--- src/rtl/qmux_pkg.sv ---
// Package: shared mode code for the quad multiplexing latch.
// Assumes a two-bit mode field; the values are fixed by the block's behaviour.
package qmux_pkg;
    typedef enum logic [1:0] {
        MODE_D0   = 2'b00,
        MODE_OR   = 2'b01,
        MODE_ZERO = 2'b10,
        MODE_D1   = 2'b11
    } mode_e;
endpackage

--- src/rtl/qmux_lane_sel.sv ---
// Module: one-bit lane selector.
// Turns the two data bits of a lane into the value the mode code picks.
// Purely combinational; assumes the mode is a legal two-bit code.
module qmux_lane_sel
    import qmux_pkg::*;
(
    input  logic  d0,
    input  logic  d1,
    input  mode_e mode,
    output logic  y
);
    // Pick the lane value for the current mode.
    always_comb begin
        unique case (mode)
            MODE_D0:   y = d0;
            MODE_D1:   y = d1;
            MODE_OR:   y = d0 | d1;
            MODE_ZERO: y = 1'b0;
            default:   y = 1'b0;
        endcase
    end
endmodule

--- src/rtl/qmux_hold_ctrl.sv ---
// Module: hold and clear decode.
// Combines N_EN active-low hold controls into one load strobe. Any control
// HIGH blocks loading. Clear wins over load.
// Assumes inputs are already synchronous to the sampling clock.
module qmux_hold_ctrl #(
    parameter int N_EN = 2
) (
    input  logic [N_EN-1:0] en_n,
    input  logic            mr,
    output logic            load,
    output logic            clear
);
    // Open only when every hold control is LOW and no clear is pending.
    always_comb begin
        clear = mr;
        load  = (en_n == '0) && !mr;
    end
endmodule

--- src/rtl/qmux_store.sv ---
// Module: per-lane storage with true and complement copies.
// Each lane is a register that loads while open, so it acts as a sampled
// level latch. The true and complement copies are kept in separate flops.
// Assumes clear and load arrive decoded; synchronous active-low reset.
module qmux_store #(
    parameter int LANES = 4
) (
    input  logic             clk,
    input  logic             rst_n,
    input  logic             clear,
    input  logic             load,
    input  logic [LANES-1:0] nxt,
    output logic [LANES-1:0] q,
    output logic [LANES-1:0] qn
);
    // Update both copies of every lane: reset/clear, load, or hold.
    always_ff @(posedge clk) begin
        if (!rst_n || clear) begin
            q  <= '0;
            qn <= '1;
        end else if (load) begin
            q  <= nxt;
            qn <= ~nxt;
        end
    end

    AST_QN_INVERSE: assert property (@(posedge clk) disable iff (!rst_n)
        1'b1 |-> (qn == ~q));
endmodule

--- src/rtl/quad_mux_latch.sv ---
// Module: quad mode-select multiplexing latch (top).
// LANES independent lanes share a mode code, N_EN active-low hold
// controls and an active-high clear. Inputs are sampled on clk; outputs
// follow one cycle later. Assumes all inputs are synchronous to clk.
module quad_mux_latch
    import qmux_pkg::*;
#(
    parameter int LANES = 4,
    parameter int N_EN  = 2
) (
    input  logic             clk,
    input  logic             rst_n,
    input  logic [N_EN-1:0]  en_n,
    input  logic [1:0]       sel,
    input  logic             mr,
    input  logic [LANES-1:0] d0,
    input  logic [LANES-1:0] d1,
    output logic [LANES-1:0] q,
    output logic [LANES-1:0] qn
);
    localparam logic [1:0] SEL_D0   = 2'b00;
    localparam logic [1:0] SEL_OR   = 2'b01;
    localparam logic [1:0] SEL_ZERO = 2'b10;
    localparam logic [1:0] SEL_D1   = 2'b11;

    mode_e            mode;
    logic [LANES-1:0] lane_val;
    logic             load;
    logic             clear;

    // Turn the raw mode pins into the shared mode type.
    always_comb mode = mode_e'(sel);

    // One selector per lane.
    for (genvar i = 0; i < LANES; i++) begin : g_lane
        qmux_lane_sel u_sel (
            .d0   (d0[i]),
            .d1   (d1[i]),
            .mode (mode),
            .y    (lane_val[i])
        );
    end

    qmux_hold_ctrl #(.N_EN(N_EN)) u_ctrl (
        .en_n  (en_n),
        .mr    (mr),
        .load  (load),
        .clear (clear)
    );

    qmux_store #(.LANES(LANES)) u_store (
        .clk   (clk),
        .rst_n (rst_n),
        .clear (clear),
        .load  (load),
        .nxt   (lane_val),
        .q     (q),
        .qn    (qn)
    );

    AST_MR_CLEARS: assert property (@(posedge clk) disable iff (!rst_n)
        mr |=> (q == '0));
    AST_HOLD_STABLE: assert property (@(posedge clk) disable iff (!rst_n)
        (rst_n && !mr && (en_n != '0)) |=> $stable(q));
    AST_MODE_D0: assert property (@(posedge clk) disable iff (!rst_n)
        (rst_n && !mr && (en_n == '0) && sel == SEL_D0) |=> (q == $past(d0)));
    AST_MODE_D1: assert property (@(posedge clk) disable iff (!rst_n)
        (rst_n && !mr && (en_n == '0) && sel == SEL_D1) |=> (q == $past(d1)));
    AST_MODE_OR: assert property (@(posedge clk) disable iff (!rst_n)
        (rst_n && !mr && (en_n == '0) && sel == SEL_OR) |=> (q == ($past(d0) | $past(d1))));
    AST_MODE_ZERO: assert property (@(posedge clk) disable iff (!rst_n)
        (rst_n && !mr && (en_n == '0) && sel == SEL_ZERO) |=> (q == '0));
endmodule

--- config.mk ---
export PLATFORM = sky130hd
export DESIGN_NAME = quad_mux_latch
export DESIGN_NICKNAME = d
export VERILOG_FILES = /design/src/rtl/qmux_pkg.sv /design/src/rtl/qmux_lane_sel.sv /design/src/rtl/qmux_hold_ctrl.sv /design/src/rtl/qmux_store.sv /design/src/rtl/quad_mux_latch.sv
export SDC_FILE = /design/constraint.sdc
export NUM_CORES = 1
export LEC_CHECK = 0
export CORE_AREA = 2 2 39 41
export DETAILED_ROUTE_END_ITERATION = 7
export DIE_AREA = 0 0 41 43
export GPL_TIMING_DRIVEN = 0
export PLACE_DENSITY = 0.66
export RECOVER_POWER = 50
export REMOVE_ABC_BUFFERS = 1
export SYNTH_ARGS = -nofsm -noshare
export SYNTH_HDL_FRONTEND = slang
export SYNTH_SLANG_ARGS = --single-unit
--- constraint.sdc ---
create_clock -name clk -period 0.8 [get_ports clk]
set_clock_uncertainty 0.05 [all_clocks]
set_input_delay 0.08 -clock clk [delete_from_list [all_inputs] [get_ports clk]]
set_output_delay 0.08 -clock clk [all_outputs]
set_load 0.02 [all_outputs]
# --- Word-level counts from Yosys, hierarchy flattened ---
# Index checks and enable logic that the tools add are counted.
totals:
  input_bits: 15
  word_cells: 20
  ff_bits: 8
  output_inout_bits: 8
op_classes:
  eq_ne: 3
  reduce_logical: 6
  bitwise: 5
  n_mux: 4
ops:
  columns: ["cell", "n"]
  rows:
  - ["$pmux 1 s4", 4]
  - ["$eq 2x2->1 const B", 2]
  - ["$logic_not 2->1", 2]
  - ["$not 4->4", 1]
  - ["$or 1x1->1", 4]
  - ["$eq 2x1->1 const B", 1]
  - ["$logic_not 1->1", 2]
  - ["$logic_and 1x1->1", 1]
  - ["$logic_or 1x1->1", 1]

# --- Depth between registers and ports, before layout ---
# Gate-level depths: netlist of the first run.
logic_depth:
  depth_word: 3
  depth_mapped: 3
  mapped_depth_nobuf: 2

# --- Cells and area by module ---
# A second synthesis of the first run with hierarchy kept.
hier_totals:
  hier_cells: 45
  hier_area_um2: 391.6
modules_own_cells:
  columns: ["module", "area_each_um2", "n_inst", "cells_per_inst"]
  rows:
  - ["qmux_store", 309.0, 1, 31]
  - ["qmux_lane_sel", 16.3, 4, 3]
  - ["qmux_hold_ctrl", 17.5, 1, 2]

# --- Worst setup path after synthesis of the first run ---
# Ideal clock, no wire load.
synth_path:
  path_kind: "in2reg"
  startpoint: "input port en_n[0]"
  endpoint: "register u_store.q[0]"
  t_arrival_ps: 672
  setup_slack_ps: -41
  setup_ps: 119
  cell_stages: 3
  t_required_ps: 631
  n_path_buf: 1
  path_cell_list: "buf_6 -> a211o_1 -> o221a_2"
synth_between:
  elab_chain_cells: 2
synth_rtl:
  columns: ["item", "line_no", "rtl"]
  rows:
  - ["from (decl)", "quad_mux_latch.sv:13", "input logic [N_EN-1:0] en_n,"]
  - ["$logic_not 2->1", "qmux_hold_ctrl.sv:16", "load = (en_n == '0) && !mr;"]
  - ["$logic_and 1x1->1", "qmux_hold_ctrl.sv:16", null]
  - ["to (signal assigned)", "qmux_store.sv:22", "q <= nxt;"]
  - ["to (decl)", "qmux_store.sv:13", "output logic [LANES-1:0] q,"]
# Every way passes these cells.
# A chain may end at the register's enable or synchronous reset.

# --- Final worst setup path of the first run ---
layout_path:
  startpoint: "register u_store.qn[3]"
  endpoint: "output port qn[3]"
layout_lines:
  columns: ["item", "line_no", "rtl"]
  rows:
  - ["from (decl)", "qmux_store.sv:14", "output logic [LANES-1:0] qn"]
  - ["from (signal assigned)", "qmux_store.sv:23", "qn <= ~nxt;"]
  - ["to (decl)", "quad_mux_latch.sv:19", "output logic [LANES-1:0] qn"]
# No word-level cell between the ends.

==> results.toml, run 1 <==
[setup_path]
end_kind = "output port"
crit_fanout = 2
critPathKind = "reg -> out"
critPathRequiredTime_ps = 670
arrival_ps = 700
slowest_delay_ps = 330
worstReg2RegStart = "u_store.q[3]"
crit_chain = "buf_6"
cp_top_family = "flip-flops"
path_buf_inv = 1
reg2reg_to = "u_store.q[3]"
critPathLaunchType = "flop"
crit_slowest_cell = "dfxtp_2"
r2r_slack_ps = 50
ff2ff_path_depth = 1

[yosys]
synth-seq-cells = 8
avgSynthCellArea_sq_um = 10.6
synth_cell_types = 12
synth_cells = 34
ys_seq_area_share_pct = 44.6
yosysWarningCount = 0
syn_area_sq_um = 359
yosysTopAreaCell = "dfxtp_1"
synth_top_area_share_pct = 44.6
synth_area_leaders = "dfxtp_1, a211o_1, nor2b_1"

[global_route]
grt_use_total_pct = 11.8
grt_pass1_vias = 340
grt_pass1_wl_mm = 1.34
antenna_found_initial = 0
gr-total-overflow = 0
grt_max_degree = 11

[finish]
nets = 73
diodes = 0
syn_to_final_growth_pct = 69.3
drive_gt1_share_pct = 44.6
fillers = 151
finish.utilization_pct = 43.9

[drt]
via_count = 348
vias_per_cell = 4.83
drt_pre_antenna_iters = 4
wire_per_inst_microns = 11.7
route.detailed.drc = 0
ant_nets = 0
drt_iter0_markers = 7
wirelength_microns = 842

[pwr]
seq_power_share_pct = 47.3
switching_share_pct = 23.8
power.switching_mw = 0.213
ir_worst_vdd_mv = 0.661
clkPwrFrac_pct = 33.8
p_leak_nw = 0.264
pwr-share-comb_pct = 18.9
power.density_nw_per_um2 = 1470
p_int_mw = 0.683

[status]
violations = "negative setup slack"
status = "complete, but fails checks"

[clock_network]
clock-root-buffer = "clkbuf_4"
clk_latency_ps = 250
postCtsHoldBufs = 0
clk_pin_slew_ps = 50
cts.htree.levels = 1
cts_setup_buffers = 0
cts_tree = "yes"
clock_sinks = 8
cts.path.max_buffers = 2
cts_buffers = 3

[sta]
period_share_pct = 103
setup_slack_ps = -25.7
hold_viol_final = 0
setup-violations-final = 8
relSlewSlack_pct = 84.4
finalCriticalPeriod_ps = 826
worst_pin_slew_ps = 233
clock.fmax_ghz = 1.21
hold_ws_ps = 93.4
slew_viol_final = 0
rsz0062_at_grt = "true"

[floorplanning]
dieWidth_microns = 41
core_sq_um = 1380
start_util_pct = 25.9
io_pins = 23
dieArea_sq_um = 1760
std_cell_rows = 14
die_h_microns = 43

[placement]
port_buffers = 22
place_hpwl_microns = 633
gp_congestion = 0.638

[min_path]
hp-start = "mr"
min_to = "u_store.qn[1]"
hold_depth = 3
min_path_type = "in -> reg"

[run]
maxCapViolations = 0
metrics by stage:
stage,area [sq um],TNS [ps],setup WS [ps],power [mW],instances
after floorplan,332,-23.3,-11.6,0.490,31
after CTS,616,-261,-39.0,0.921,72
final,608,-160,-25.7,0.896,72
after global placement,572,-6310,-571,0.606,69
after global routing,608,-460,-64.8,0.956,72
after detailed placement,572,-6490,-590,0.608,69
how the worst max path moves through the flow:
| stage | startpoint | endpoint | cells past startpoint |
|---|---|---|---|
| floorplan | u_store.q[0] | u_store.q[0] | 1 |
| detailed placement | rst_n | u_store.q[3] | 3 |
| finish | u_store.qn[3] | qn[3] | 1 |
| CTS | u_store.qn[3] | qn[3] | 1 |
| global route | u_store.qn[3] | qn[3] | 1 |
| global placement | en_n[0] | u_store.q[3] | 3 |
flip-flops by register name, indices dropped and copies added, names as in the netlist:
signal	flops
u_store.qn	4
u_store.q	4
placed cells by master (no fill, tap or decap), types with 2 or more instances in the layout:
| cell type | instances |
|---|---|
| buf_6 | 8 |
| dlygate4sd2_1 | 6 |
| dfxtp_2 | 8 |
| a211o_1 | 4 |
| o211ai_1 | 4 |
| nor2b_1 | 4 |
| o221a_2 | 2 |
| o21ai_0 | 4 |
| clkdlybuf4s50_1 | 4 |
| clkbuf_4 | 3 |
synth_stat cells:
cell type and instances:
nor2b_1 5, o211a_1 1, o211ai_1 4, nor2_1 1, dfxtp_1 8, a211o_1 4
buf_6 2, o21ai_0 4, o221a_2 2, o21bai_1 1, buf_2 1, o221a_1 1
power by group through the flow:
stage / clock (mW) / combinational (mW) / sequential, mW
2_1_floorplan: 0 / 0.0467 / 0.443
3_3_place_gp: 0 / 0.179 / 0.427
3_5_place_dp: 0 / 0.181 / 0.427
4_1_cts: 0.322 / 0.175 / 0.424
5_1_grt: 0.345 / 0.186 / 0.425
6_report: 0.303 / 0.170 / 0.424
kinds of logic after synthesis:
family,synth area share [%]
simple gates,9.76
buf+inv,7.66
compound gates,38.0
flops,44.6
layout make-up:
type / instances / area [sq um] / area share (%)
sequential: 8 / 170 / 28.0
clock buffer: 3 / 22.5 / 3.70
multi-input combinational: 23 / 179 / 29.4
tap: 16 / 20.0 / 3.29
timing repair buffer: 22 / 216 / 35.6
repair_timing:
item,CTS,global route
gates resized for setup,71,7
setup endpoints to repair,16,16
pin swaps,6,1
hold endpoints to repair,0,0
routing by layer:
layer | global-route usage, % | wire [microns]
met1 | 15.2 | 364
met2 | 16.3 | 404
met5 | 0 | 0
met3 | 4.71 | 73
met4 | 6.00 | 0
Power figures use the tool's default switching activity.
==> inputs of run 2 (changes only) <==
CAP_MARGIN = 20   (was unset)
TNS_END_PERCENT = 1   (was unset)
==> run 2 against run 1 <==
  * The run still ends with negative setup slack left
  * Wire length up 0.59%
  * Flip-flop and latch count unchanged
  * Final cell count unchanged
  * Die area unchanged
  * Critical path type unchanged
  * Via count up 1.1%
  * Combinational power about the same
==> results.toml, run 2 (same netlist as run 1, synthesis figures left out) <==
[status]
status = "complete, but fails checks"
violations = "negative setup slack"

[clock_network]
clk_latency_ps = 250
cts_buffers = 3
cts_tree = "yes"
clk_pin_slew_ps = 50
cts.htree.levels = 1
clock_sinks = 8
cts.path.max_buffers = 2
clock-root-buffer = "clkbuf_4"

[finish]
final_area_sq_um = 618
multi_input_area_sq_um = 179
diodes = 0
nets = 73
syn_to_final_growth_pct = 72.1
layout_common_cells = "buf_6, dfxtp_2, dlygate4sd2_1"
drive_gt1_share_pct = 42.9
stdcell_count = 72
reg_top3 = "u_store.q (4), u_store.qn (4)"
fillers = 149
seqCellArea_sq_um = 170

[pwr]
clkPwrFrac_pct = 33.6
seq_power_share_pct = 47.2
power.density_nw_per_um2 = 1450
p_leak_nw = 0.266
power.switching_mw = 0.213
switching_share_pct = 23.7
p_int_mw = 0.685
pwr-share-comb_pct = 19.2
ir_worst_vdd_mv = 0.661

[placement]
gp_congestion = 0.638
place_hpwl_microns = 633
port_buffers = 22
dpl.cell_count = 69
dpl-instance-area_sq_um = 572

[min_path]
min_path_type = "in -> reg"

[sta]
rsz0062_at_grt = "true"
hold_ws_ps = 94.0
worst_pin_slew_ps = 230
clock.fmax_ghz = 1.21
finalCriticalPeriod_ps = 825
setup-violations-final = 8
slew_viol_final = 0
period_share_pct = 103
relSlewSlack_pct = 84.6
setup_slack_ps = -25.0
hold_viol_final = 0

[global_route]
grt_use_total_pct = 11.8
grt_pass1_wl_mm = 1.34
grt_max_degree = 11
antenna_found_initial = 0
grt_pass1_vias = 340
gr-total-overflow = 0

[floorplanning]
start_util_pct = 25.9
dieWidth_microns = 41
std_cell_rows = 14
dieArea_sq_um = 1760
io_pins = 23
core_sq_um = 1380
die_h_microns = 43

[setup_path]
critPathLaunchType = "flop"
end_kind = "output port"
slowest_delay_ps = 330
cp_top_family = "flip-flops"
crit_slowest_cell = "dfxtp_2"
critPathRequiredTime_ps = 670
crit_fanout = 2
crit_chain = "buf_6"
arrival_ps = 690
critPathKind = "reg -> out"
path_buf_inv = 1

[drt]
vias_per_cell = 4.89
route.detailed.drc = 0
via_count = 352
wirelength_microns = 847
ant_nets = 0
wire_per_inst_microns = 11.8
drt_iter0_markers = 10
drt_pre_antenna_iters = 4

[run]
maxCapViolations = 0
[run 2: metrics by stage]
stage / setup slack, ps / utilization [%] / setup TNS [ps] / total power [mW]
after floorplan: -11.6 / - / -23.3 / 0.490
after global placement: -571 / 41.3 / -6310 / 0.606
after detailed placement: -590 / 41.3 / -6490 / 0.608
after CTS: -39.0 / 44.5 / -261 / 0.921
after global routing: -64.8 / 44.7 / -435 / 0.958
final: -25.0 / 44.7 / -155 / 0.899
[run 2: power groups by stage]
stage          clock, mW  combinational (mW)  sequential, mW
3_5_place_dp           0               0.181           0.427
3_3_place_gp           0               0.179           0.427
6_report           0.302               0.173           0.424
5_1_grt            0.345               0.188           0.425
4_1_cts            0.322               0.175           0.424
2_1_floorplan          0              0.0467           0.443
[run 2: cell type report]
type                       instances  share of cell area (%)
timing repair buffer              22                    36.6
multi-input combinational         23                    28.9
sequential                         8                    27.5
clock buffer                       3                    3.64
tap                               16                    3.24
[run 2: worst min-delay path, stage by stage]
cell and delay (ps):
dlymetal6s2s_1 120, nor2b_4 80, o211ai_1 70
[run 2: timing repair]
item,4_1_cts,5_1_grt
setup buffers,0,0
gates resized for setup,71,2
setup endpoints to repair,16,16
hold buffers,0,0
pin swaps,5,1
[run 2: metal layers]
layer	share of wire, %	vias up	GRT usage, %	routed length, microns
li1	-	178	-	-
met1	44	155	15.2	375
met2	47	19	16.3	397
met3	8.7	0	4.71	74
met4	0	0	6.00	0
met5	0	-	0	0
[run 2: worst paths after layout]
kind | cells after the start | startpoint | slack (ps) | to
setup / recovery | 1 | u_store.qn[3] | -20 | qn[3]
hold / removal | 3 | mr | 90 | u_store.qn[1]
setup reg to reg | 1 | u_store.q[3] | 50 | u_store.q[3]
hold reg to reg | 2 | u_store.qn[2] | 450 | u_store.qn[2]
